## src/rtl/tps_pkg.sv

```systemverilog
package tps_pkg;

  typedef enum logic [2:0] {
    OPC_ARITH = 3'd0,
    OPC_MOVE  = 3'd1,
    OPC_LOAD  = 3'd2,
    OPC_STORE = 3'd3,
    OPC_SEXT  = 3'd4
  } opc_e;

  typedef enum logic {
    ST_IDLE = 1'b0,
    ST_RUN  = 1'b1
  } seq_st_e;

  // Only data-movement classes may use independent predicates.
  function automatic logic twin_allowed(input logic [2:0] cls);
    return (cls == OPC_MOVE) || (cls == OPC_LOAD) ||
           (cls == OPC_STORE) || (cls == OPC_SEXT);
  endfunction

endpackage

```

## src/rtl/tps_cursor.sv

```systemverilog
module tps_cursor #(
  parameter int MAX_VL = 16,
  parameter int VLW    = $clog2(MAX_VL + 1)
) (
  input  logic              clk,
  input  logic              rst_n,
  input  logic              load,
  input  logic              step,
  input  logic [MAX_VL-1:0] mask,
  input  logic [VLW-1:0]    vl,
  output logic [VLW-1:0]    pos,
  output logic              hit,
  output logic              end_next
);
  localparam int IW = (MAX_VL > 1) ? $clog2(MAX_VL) : 1;

  logic [VLW-1:0] pos_d;
  logic           pos_en;
  logic [VLW:0]   pos_nxt;

  assign pos_nxt  = {1'b0, pos} + {{VLW{1'b0}}, step};
  assign end_next = pos_nxt >= {1'b0, vl};
  assign hit      = (pos < vl) && mask[pos[IW-1:0]];

  always_comb begin
    pos_en = load | step;
    pos_d  = pos;
    if (load)      pos_d = '0;
    else if (step) pos_d = pos_nxt[VLW-1:0];
  end

  always_ff @(posedge clk or negedge rst_n) begin
    if (!rst_n)      pos <= '0;
    else if (pos_en) pos <= pos_d;
  end

  AST_POS_BOUND: assert property (@(posedge clk) disable iff (!rst_n)
    step |-> pos < vl);

endmodule

```

## src/rtl/tps_regmap.sv

```systemverilog
module tps_regmap #(
  parameter int VLW = 5,
  parameter int RW  = 6
) (
  input  logic [RW-1:0]  base,
  input  logic [VLW-1:0] pos,
  input  logic           is_vec,
  output logic [RW-1:0]  regnum
);
  logic [RW-1:0] offset;

  generate
    if (VLW > RW) begin : g_trunc
      assign offset = is_vec ? pos[RW-1:0] : '0;
    end else begin : g_ext
      assign offset = is_vec ? {{(RW-VLW){1'b0}}, pos} : '0;
    end
  endgenerate

  // Sum truncated to RW bits: modulo a power-of-two register file.
  assign regnum = base + offset;

endmodule

```

## src/rtl/twin_pred_seq.sv

```systemverilog
module twin_pred_seq
  import tps_pkg::*;
#(
  parameter int MAX_VL = 16,
  parameter int REGS   = 64
) (
  input  logic                       clk,
  input  logic                       rst_n,
  input  logic                       start,
  input  logic [$clog2(MAX_VL+1)-1:0] vlen,
  input  logic [$clog2(REGS)-1:0]    src_base,
  input  logic [$clog2(REGS)-1:0]    dst_base,
  input  logic                       src_vec,
  input  logic                       dst_vec,
  input  logic                       pred_en,
  input  logic [MAX_VL-1:0]          src_mask,
  input  logic [MAX_VL-1:0]          dst_mask,
  input  logic                       twin_en,
  input  logic [2:0]                 op_class,
  input  logic                       el_ready,
  output logic                       el_valid,
  output logic [$clog2(REGS)-1:0]    el_src,
  output logic [$clog2(REGS)-1:0]    el_dst,
  output logic                       done,
  output logic                       refused
);
  localparam int VLW = $clog2(MAX_VL + 1);
  localparam int RW  = $clog2(REGS);

  // ---------------- latched instruction ----------------
  logic [VLW-1:0]    cfg_vl;
  logic [RW-1:0]     cfg_sb, cfg_db;
  logic              cfg_sv, cfg_dv, cfg_twin;
  logic [MAX_VL-1:0] cfg_sm, cfg_dm;

  seq_st_e st_q, st_d;
  logic    done_d, refused_d;

  logic              start_ok, refuse, zero_len, load;
  logic [MAX_VL-1:0] pred_base, sm_eff, dm_eff, dmask_own;

  logic           run, issue, acc, scalar_any, fin;
  logic           s_step, d_step, s_hit, d_hit, s_end, d_end;
  logic [VLW-1:0] s_pos, d_pos;

  // ---------------- start decode ----------------
  always_comb begin
    start_ok  = (st_q == ST_IDLE) && start;
    refuse    = twin_en && !twin_allowed(op_class);
    zero_len  = (vlen == '0);
    load      = start_ok && !refuse && !zero_len;
    pred_base = pred_en ? src_mask : '1;
    dmask_own = pred_en ? dst_mask : '1;
    if (twin_en) begin
      sm_eff = src_vec ? pred_base : '1;
      dm_eff = dst_vec ? dmask_own : '1;
    end else begin
      sm_eff = pred_base;
      dm_eff = pred_base;
    end
  end

  always_ff @(posedge clk or negedge rst_n) begin
    if (!rst_n) begin
      cfg_vl   <= '0;
      cfg_sb   <= '0;
      cfg_db   <= '0;
      cfg_sv   <= 1'b0;
      cfg_dv   <= 1'b0;
      cfg_twin <= 1'b0;
      cfg_sm   <= '0;
      cfg_dm   <= '0;
    end else if (start_ok) begin
      cfg_vl   <= vlen;
      cfg_sb   <= src_base;
      cfg_db   <= dst_base;
      cfg_sv   <= src_vec;
      cfg_dv   <= dst_vec;
      cfg_twin <= twin_en;
      cfg_sm   <= sm_eff;
      cfg_dm   <= dm_eff;
    end
  end

  // ---------------- per-side cursors ----------------
  tps_cursor #(.MAX_VL(MAX_VL), .VLW(VLW)) u_src_cur (
    .clk(clk), .rst_n(rst_n), .load(load), .step(s_step),
    .mask(cfg_sm), .vl(cfg_vl), .pos(s_pos), .hit(s_hit), .end_next(s_end)
  );

  tps_cursor #(.MAX_VL(MAX_VL), .VLW(VLW)) u_dst_cur (
    .clk(clk), .rst_n(rst_n), .load(load), .step(d_step),
    .mask(cfg_dm), .vl(cfg_vl), .pos(d_pos), .hit(d_hit), .end_next(d_end)
  );

  tps_regmap #(.VLW(VLW), .RW(RW)) u_src_map (
    .base(cfg_sb), .pos(s_pos), .is_vec(cfg_sv), .regnum(el_src)
  );

  tps_regmap #(.VLW(VLW), .RW(RW)) u_dst_map (
    .base(cfg_db), .pos(d_pos), .is_vec(cfg_dv), .regnum(el_dst)
  );

  // ---------------- loop control ----------------
  always_comb begin
    run        = (st_q == ST_RUN);
    issue      = s_hit && d_hit;
    el_valid   = run && issue;
    acc        = el_valid && el_ready;
    scalar_any = !cfg_sv || !cfg_dv;
    if (cfg_twin) begin
      s_step = run && cfg_sv && (issue ? acc : !s_hit);
      d_step = run && cfg_dv && (issue ? acc : !d_hit);
    end else begin
      s_step = run && (!issue || acc);
      d_step = s_step;
    end
    fin = run && ((acc && scalar_any) || s_end || d_end);
  end

  always_comb begin
    st_d = st_q;
    case (st_q)
      ST_IDLE: if (load) st_d = ST_RUN;
      ST_RUN:  if (fin)  st_d = ST_IDLE;
      default: st_d = ST_IDLE;
    endcase
    done_d    = (start_ok && (refuse || zero_len)) || fin;
    refused_d = start_ok && refuse;
  end

  always_ff @(posedge clk or negedge rst_n) begin
    if (!rst_n) begin
      st_q    <= ST_IDLE;
      done    <= 1'b0;
      refused <= 1'b0;
    end else begin
      st_q    <= st_d;
      done    <= done_d;
      refused <= refused_d;
    end
  end

  // ---------------- assertions ----------------
  AST_HOLD_OFFER: assert property (@(posedge clk) disable iff (!rst_n)
    el_valid && !el_ready |=> el_valid && $stable(el_src) && $stable(el_dst));

  AST_DONE_PULSE: assert property (@(posedge clk) disable iff (!rst_n)
    done |=> !done);

  AST_DONE_QUIET: assert property (@(posedge clk) disable iff (!rst_n)
    done |-> !el_valid);

  AST_REFUSE_SILENT: assert property (@(posedge clk) disable iff (!rst_n)
    refused |-> done && !el_valid);

  AST_SCALAR_ONE: assert property (@(posedge clk) disable iff (!rst_n)
    el_valid && el_ready && (!cfg_sv || !cfg_dv) |=> done);

endmodule

```

## config.mk

```make
export PLATFORM = sky130hd
export DESIGN_NAME = twin_pred_seq
export DESIGN_NICKNAME = d
export VERILOG_FILES = /design/src/rtl/tps_pkg.sv /design/src/rtl/tps_cursor.sv /design/src/rtl/tps_regmap.sv /design/src/rtl/twin_pred_seq.sv
export SDC_FILE = /design/constraint.sdc
export NUM_CORES = 1
export LEC_CHECK = 0
export BUFFER_PORTS_ARGS = -buffer_cell sky130_fd_sc_hd__buf_2
export CAP_MARGIN = 10
export CORE_UTILIZATION = 51
export CTS_CLUSTER_DIAMETER = 80
export DETAILED_ROUTE_END_ITERATION = 6
export HOLD_SLACK_MARGIN = 0.15
export MAX_ROUTING_LAYER = met4
export PLACE_DENSITY = 0.82
export SETUP_SLACK_MARGIN = 0.02
export SLEW_MARGIN = 20
export SYNTH_ARGS = -nofsm -noshare
export SYNTH_HDL_FRONTEND = slang
export SYNTH_SLANG_ARGS = --single-unit
```

## constraint.sdc

```tcl
create_clock -name clk -period 3.3 [get_ports clk]
set_input_delay 0.165 -clock clk [delete_from_list [all_inputs] [get_ports clk]]
set_output_delay 0.165 -clock clk [all_outputs]
set_load 0.01 [all_outputs]
```

### Word level (Yosys, flattened, before mapping)

Cells that the tools add are included.

* flip-flop bits (word level): 65
* bits in latches: 0
* RAM bits: 0
* memory bits (read-only): 0
* output and inout port bits: 15
* logic and storage cells: 93
* memories: 0

* add/sub/neg operators: 4
* multipliers: 0
* div/mod/pow operators: 0
* magnitude comparators: 6
* equal/unequal tests: 4
* shift-type cells: 0
* mux-type cells: 23
* bitwise operators: 3
* reductions and logical operators: 40

Operators by type and width (number)
* two-way mux 16 bit: 6
* two-way mux 5 bit: 6
* logical AND 1 bit: 18
* adder 5 x 1 -> 6 bit: 2
* adder 6 bit: 2
* >= comparator 6 x 5 -> 1 bit: 2
* less-than comparator 4 x 5 -> 1 bit, second input constant: 2
* less-than comparator 5 bit: 2
* logical OR 1 bit: 9
* binary-select mux 1 bit (select 4 bit): 2
* logical NOT 1 bit: 8
* two-way mux 1 bit: 8
* == test 3 x 2 -> 1 bit, second input constant: 2
* logical NOT 5 bit: 1
* AND reduction 2 bit: 2
* nonzero test 2 bit: 2
* == test 3 x 1 -> 1 bit, second input constant: 1
* == test 3 bit, second input constant: 1
* bitwise OR 1 bit: 2
* case mux 1 bit (2 select lines): 1
* inverter 1 bit: 1

### Longest topological paths before layout

* word-level depth: 16
* gate-level depth with buffers: 19
* mapped depth without buffers: 19

### Cells and area by module

From an unflattened synthesis, not the netlist that was laid out.

* cells, all modules: 430
* area, all modules: 4076.4 sq um

By module, submodules not included
* twin_pred_seq: instances 1, cells each 236, area each 2323.5 sq um, seq. area each 1376.3 sq um
* tps_cursor: instances 2, cells each 69, area each 645.6 sq um, seq. area each 125.1 sq um
* tps_regmap at u_src_map: instances 1, cells each 28, area each 231.5 sq um, seq. area each 0.0 sq um
* tps_regmap at u_dst_map: instances 1, cells each 28, area each 230.2 sq um, seq. area each 0.0 sq um

### Worst setup path after synthesis

OpenSTA, ideal clock, no wires.

* kind: flip-flop to flip-flop
* from: register u_dst_cur.pos[0]
* to: register done
* setup time: 0.123 ns
* data arrival time: 3.452 ns
* data required time: 3.177 ns
* setup slack: -0.275 ns
* cell stages (with the launch flop): 17
* period minus slack after synthesis: 3.575 ns
* path through: dfrtp_1 > buf_6 > mux4_2 > nor2b_1 > a211o_2 > o211ai_2 > mux2_4 > nor2_4 > ha_1 > ha_1 > ha_1 > a21o_1 > a21o_1 > a21oi_1 > o221ai_1 > a31oi_1 > nor2_1

* cells in the longest elaborated chain, start to end: 15
* elaborated cells on any way between the ends: 26
* those cells by class: add/sub: 2; order compare: 3; mux: 6; reduce/logical: 15

Ends and longest elaborated chain
* start, declared: RTL line tps_cursor.sv:11 `output logic [VLW-1:0] pos,`
* start signal, assigned: RTL line tps_cursor.sv:34 `else if (pos_en) pos <= pos_d;`
* binary-select mux 1 bit (select 4 bit): RTL line tps_cursor.sv:23 `assign hit = (pos < vl) && mask[pos[IW-1:0]];`
* two-way mux 1 bit (implied by the code): RTL line tps_cursor.sv:23
* logical AND 1 bit: RTL line tps_cursor.sv:23
* logical AND 1 bit: RTL line twin_pred_seq.sv:107 `issue = s_hit && d_hit;`
* logical AND 1 bit: RTL line twin_pred_seq.sv:108 `el_valid = run && issue;`
* logical AND 1 bit: RTL line twin_pred_seq.sv:109 `acc = el_valid && el_ready;`
* two-way mux 1 bit or logical OR 1 bit (tied branches): RTL line twin_pred_seq.sv:112, twin_pred_seq.sv:115
* logical AND 1 bit (on tied branches): RTL line twin_pred_seq.sv:112, twin_pred_seq.sv:115
* two-way mux 1 bit: RTL line twin_pred_seq.sv:111 `if (cfg_twin) begin`
* adder 5 x 1 -> 6 bit: RTL line tps_cursor.sv:21 `assign pos_nxt = {1'b0, pos} + {{VLW{1'b0}}, step};`
* >= comparator 6 x 5 -> 1 bit: RTL line tps_cursor.sv:22 `assign end_next = pos_nxt >= {1'b0, vl};`
* logical OR 1 bit: RTL line twin_pred_seq.sv:118 `fin = run && ((acc && scalar_any) || s_end || d_end);`
* logical OR 1 bit (*): RTL line twin_pred_seq.sv:118
* logical AND 1 bit (*): RTL line twin_pred_seq.sv:118
* logical OR 1 bit (*): RTL line twin_pred_seq.sv:128 `done_d = (start_ok && (refuse || zero_len)) || fin;`
* net done_d: RTL line twin_pred_seq.sv:37 `logic done_d, refused_d;`
* end signal, assigned: RTL line twin_pred_seq.sv:139 `done <= done_d;`
* end, declared: RTL line twin_pred_seq.sv:24 `output logic done,`

Mark *: on every way through the listed nets, which the timed path passes. The rest lies on a longest branch. The select of a mux whose other input is x is not followed.
A chain may end at the register's enable or synchronous reset.

### Worst setup path after layout

* from: register u_dst_cur.pos[0]
* to: register st_q, in the netlist run

* cells in the longest elaborated chain, start to end: 16
* elaborated cells on any way between the ends: 27
* those cells by class: add/sub: 2; order compare: 3; mux: 8; reduce/logical: 14

Ends and longest elaborated chain
* binary-select mux 1 bit (select 4 bit): RTL line tps_cursor.sv:23
* two-way mux 1 bit (implied by the code): RTL line tps_cursor.sv:23
* logical AND 1 bit: RTL line tps_cursor.sv:23
* logical AND 1 bit: RTL line twin_pred_seq.sv:107
* logical AND 1 bit: RTL line twin_pred_seq.sv:108
* logical AND 1 bit: RTL line twin_pred_seq.sv:109
* two-way mux 1 bit or logical OR 1 bit (tied branches): RTL line twin_pred_seq.sv:112, twin_pred_seq.sv:115
* logical AND 1 bit (on tied branches): RTL line twin_pred_seq.sv:112, twin_pred_seq.sv:115
* two-way mux 1 bit: RTL line twin_pred_seq.sv:111
* adder 5 x 1 -> 6 bit: RTL line tps_cursor.sv:21
* >= comparator 6 x 5 -> 1 bit: RTL line tps_cursor.sv:22
* logical OR 1 bit: RTL line twin_pred_seq.sv:118
* logical OR 1 bit (*): RTL line twin_pred_seq.sv:118
* logical AND 1 bit (*): RTL line twin_pred_seq.sv:118
* two-way mux 1 bit (*): RTL line twin_pred_seq.sv:125 `ST_RUN: if (fin) st_d = ST_IDLE;`
* case mux 1 bit (2 select lines) (*): RTL line twin_pred_seq.sv:123 `case (st_q)`
* net st_d: RTL line twin_pred_seq.sv:36 `seq_st_e st_q, st_d;`
* end signal, assigned: RTL line twin_pred_seq.sv:138 `st_q <= st_d;`
* end, declared: RTL line twin_pred_seq.sv:36

Marks and branches as above.

==> flow_summary.toml <==
[synthesis]
synth-seq-area-share_pct = 41.1
syn-num-nets = 475
yosys-top-cells-area = "dfrtp_1 (41%), ha_1 (10%), nor2_1 (3.7%)"
ys_seq_elements = 65
synth-edff-count = 0
synth_cell_types = 53
synthCells = 381
ys.warnings.count = 0
synth_top_area_share_pct = 41.1
synth_ff_type = "dfrtp_1"
yosysTopAreaCell = "dfrtp_1"
synth_area_um2 = 3960
syn_avg_cell_area_um2 = 10.4
asyncSetResetFlopFracSynth_pct = 100

[cts]
cts_buffer_depth = 2
numCtsBuffers = 9
cts.sinks = 65
clk_latency_ps = 350
ctsRootBufferMaster = "clkbuf_8"
cts_tree = "yes"
clk_pin_slew_ps = 80
htreeDepth = 3

[pwr]
swShare_pct = 37.2
peakVddDrop_v = 0.000469
p_sw_uw = 1680
pwr-share-comb_pct = 53.0
seqPwrFrac_pct = 28.0
clkPwrFrac_pct = 18.9
p_leak_uw = 0.00261
intPower_uw = 2840
pwr_density_cell_nw_per_um2 = 786

[timing]
rsz0062_at_grt = "yes"
setup_violations = 2
max_slew_margin_pct = 53.7
setup_ws_ps = -348
min_period_over_period_pct = 111
setup_tns_ps = -673
fin_hold_ws_ps = 311
period_needed_ps = 3650
worstMarginPinSlew_ps = 692
drv_slew = 0
fin_skew_ps = 15.5
finalHoldViolations = 0
fmax_ghz = 0.274

[flow_run]
maxCapViolCount = 0

[global_route]
antenna_found_initial = 0
grt_overflow_total = 0
grt_max_degree = 52
grt_pass1_wl_mm = 19.2
grt_usage_pct = 31.5
grt_pass1_vias = 3908

[critical_path]
cp_max_fo = 4
path_class = "reg2reg"
worst_r2r_endpoint = "run"
endpoint_kind = "flop"
required_ps = 3590
r2r_start = "u_dst_cur.pos[0]"
rr_worst_depth = 18
start_kind = "flop"
arrival_ps = 3930
r2r_setup_slack_ps = -350

[finish]
diodes = 0
final_cells = 655
nets = 645
area_delta_synth_final_pct = 45.0
drive_gt1_share_pct = 35.1
final_area_um2 = 5740

[route]
drcViolationCount = 0
drtIter0Drc = 275
antenna_left = 0
wl_per_cell_um = 18.4
routed_via_density = 5.62
first_pass_iters = 5
dr_total_vias = 3684
routed_wl_mm = 12.1

[die]
chipHeight_um = 90.1
dieArea_um2 = 8120
start_util_pct = 53.8
fp-row-count = 31
core-area_um2 = 7370
ios = 75
die_w_um = 90.1

[placement]
io_buffers = 74
dp_cells = 571
dpl_cell_area_um2 = 4680
post-place-ws_ps = -345
gp_congestion = 0.877
hpwl_mm = 7.43

[outcome]
status = "finished with violations"
violations = "negative setup slack"

[worst_hold_path]
min-delay-path-class = "in2async"
==> synthesized netlist by cell type (2+ instances only) <==
master and count:
o21ai_0 14, nor2_1 39, o211ai_1 2, a21o_1 9, nor3b_1 2, nor3_1 6
nor2b_1 4, xnor2_1 12, buf_1 2, buf_2 2, nand3_1 6, nand2b_1 6
mux2i_1 14, o22ai_1 16, o22a_1 16, nand3b_1 2, and2_1 8, a211oi_1 2
a21oi_1 10, ha_1 32, mux2_2 12, o21bai_1 2, buf_6 3, dfrtp_1 65
clkbuf_8 2, nand2_1 23, inv_1 25, a31oi_1 3, mux4_2 5, a211o_2 3
fa_1 2, clkbuf_1 9, xor2_1 3
==> power groups by stage <==
| stage | combinational (uW) | clock (uW) | sequential (uW) |
|---|---|---|---|
| floorplan | 1340 | 0 | 1220 |
| global placement | 1890 | 0 | 1260 |
| detailed placement | 1940 | 0 | 1280 |
| CTS | 2130 | 857 | 1260 |
| global route | 2570 | 902 | 1300 |
| finish | 2400 | 855 | 1270 |
==> how the worst max path moves through the flow <==
| stage | startpoint | end | slack [ps] | cells past startpoint |
|---|---|---|---|---|
| final | u_dst_cur.pos[0] | run | -350 | 18 |
| after global routing | u_dst_cur.pos[0] | run | -550 | 18 |
| after CTS | u_dst_cur.pos[0] | run | -300 | 15 |
| after detailed placement | u_dst_cur.pos[1] | run | -340 | 16 |
| after global placement | u_dst_cur.pos[1] | run | -250 | 16 |
| after floorplan | u_src_cur.pos[0] | run | -170 | 16 |
==> flip-flops by register name, indices dropped and copies added (netlist names), 5 cells and up <==
register       cells
cfg_db             6
u_dst_cur.pos      5
cfg_dm            16
cfg_vl             5
cfg_sm            16
u_src_cur.pos      5
cfg_sb             6
==> cells by family (layout without fill, tap and decap cells) <==
| group | Yosys count | after routing | share of synthesized area, % |
|---|---|---|---|
| compound gates | 85 | 85 | 15.4 |
| xor+xnor | 15 | 15 | 3.32 |
| fa+ha+maj | 34 | 34 | 11.1 |
| buf+inv | 44 | 219 | 5.40 |
| flops | 65 | 65 | 41.1 |
| mux | 33 | 33 | 10.8 |
| simple gates | 105 | 105 | 12.9 |
==> critical path, stage by stage, from the launching register on <==
cell      delay [ps]
dfrtp_1          410
buf_6            110
mux4_2           480
nor2b_4          140
a211o_4          270
o211ai_4         100
mux2_4           360
nor2_4           130
ha_4             170
ha_4             170
nand3_4           90
xnor2_2          160
ha_2             170
nor3b_2          140
o21ai_1           80
nor2_1           150
o221ai_2         120
a31oi_1          190
nand2b_1         130
==> metal layers <==
| metal | up-vias | GRT usage [%] | wire (um) |
|---|---|---|---|
| met4 | 0 | 11.8 | 352 |
| met1 | 1810 | 36.4 | 4750 |
| li1 | 1699 | - | - |
| met2 | 140 | 54.4 | 6350 |
| met3 | 35 | 6.01 | 606 |
| met5 | - | - | 0 |
==> metrics by stage <==
step	util, %	total power (uW)
after CTS	75.5	4240
after detailed placement	63.5	3220
after global routing	77.9	4780
after floorplan	-	2560
final	77.9	4520
after global placement	63.5	3160
==> cell type report <==
cell class,instances,area (um2)
clock inverter,5,103
fill,450,1630
timing repair buffer,178,1300
multi-input combinational,272,2350
clock buffer,11,141
sequential,65,1630
inverter,25,96.3
tap,99,124
==> timing repair <==
item,CTS,global route
hold endpoints to repair,74,0
hold buffers,56,0
resized for setup,8,19
buffers inserted,6,6
setup endpoints to repair,2,2
pin swaps,14,18
==> cell usage in the layout, fill, tap and decap left out, types with 9 or more instances in the layout <==
cell type,count
a21o_1,9
o21ai_0,11
ha_4,9
dlygate4sd3_1,56
mux2i_1,14
ha_1,22
nand2_1,23
nor2_1,39
o22ai_1,16
dfrtp_1,64
buf_2,74
clkbuf_8,10
mux2_2,12
buf_4,45
xnor2_1,11
inv_1,22
o22a_1,16
Note: power is estimated with default switching activity, not from simulation.
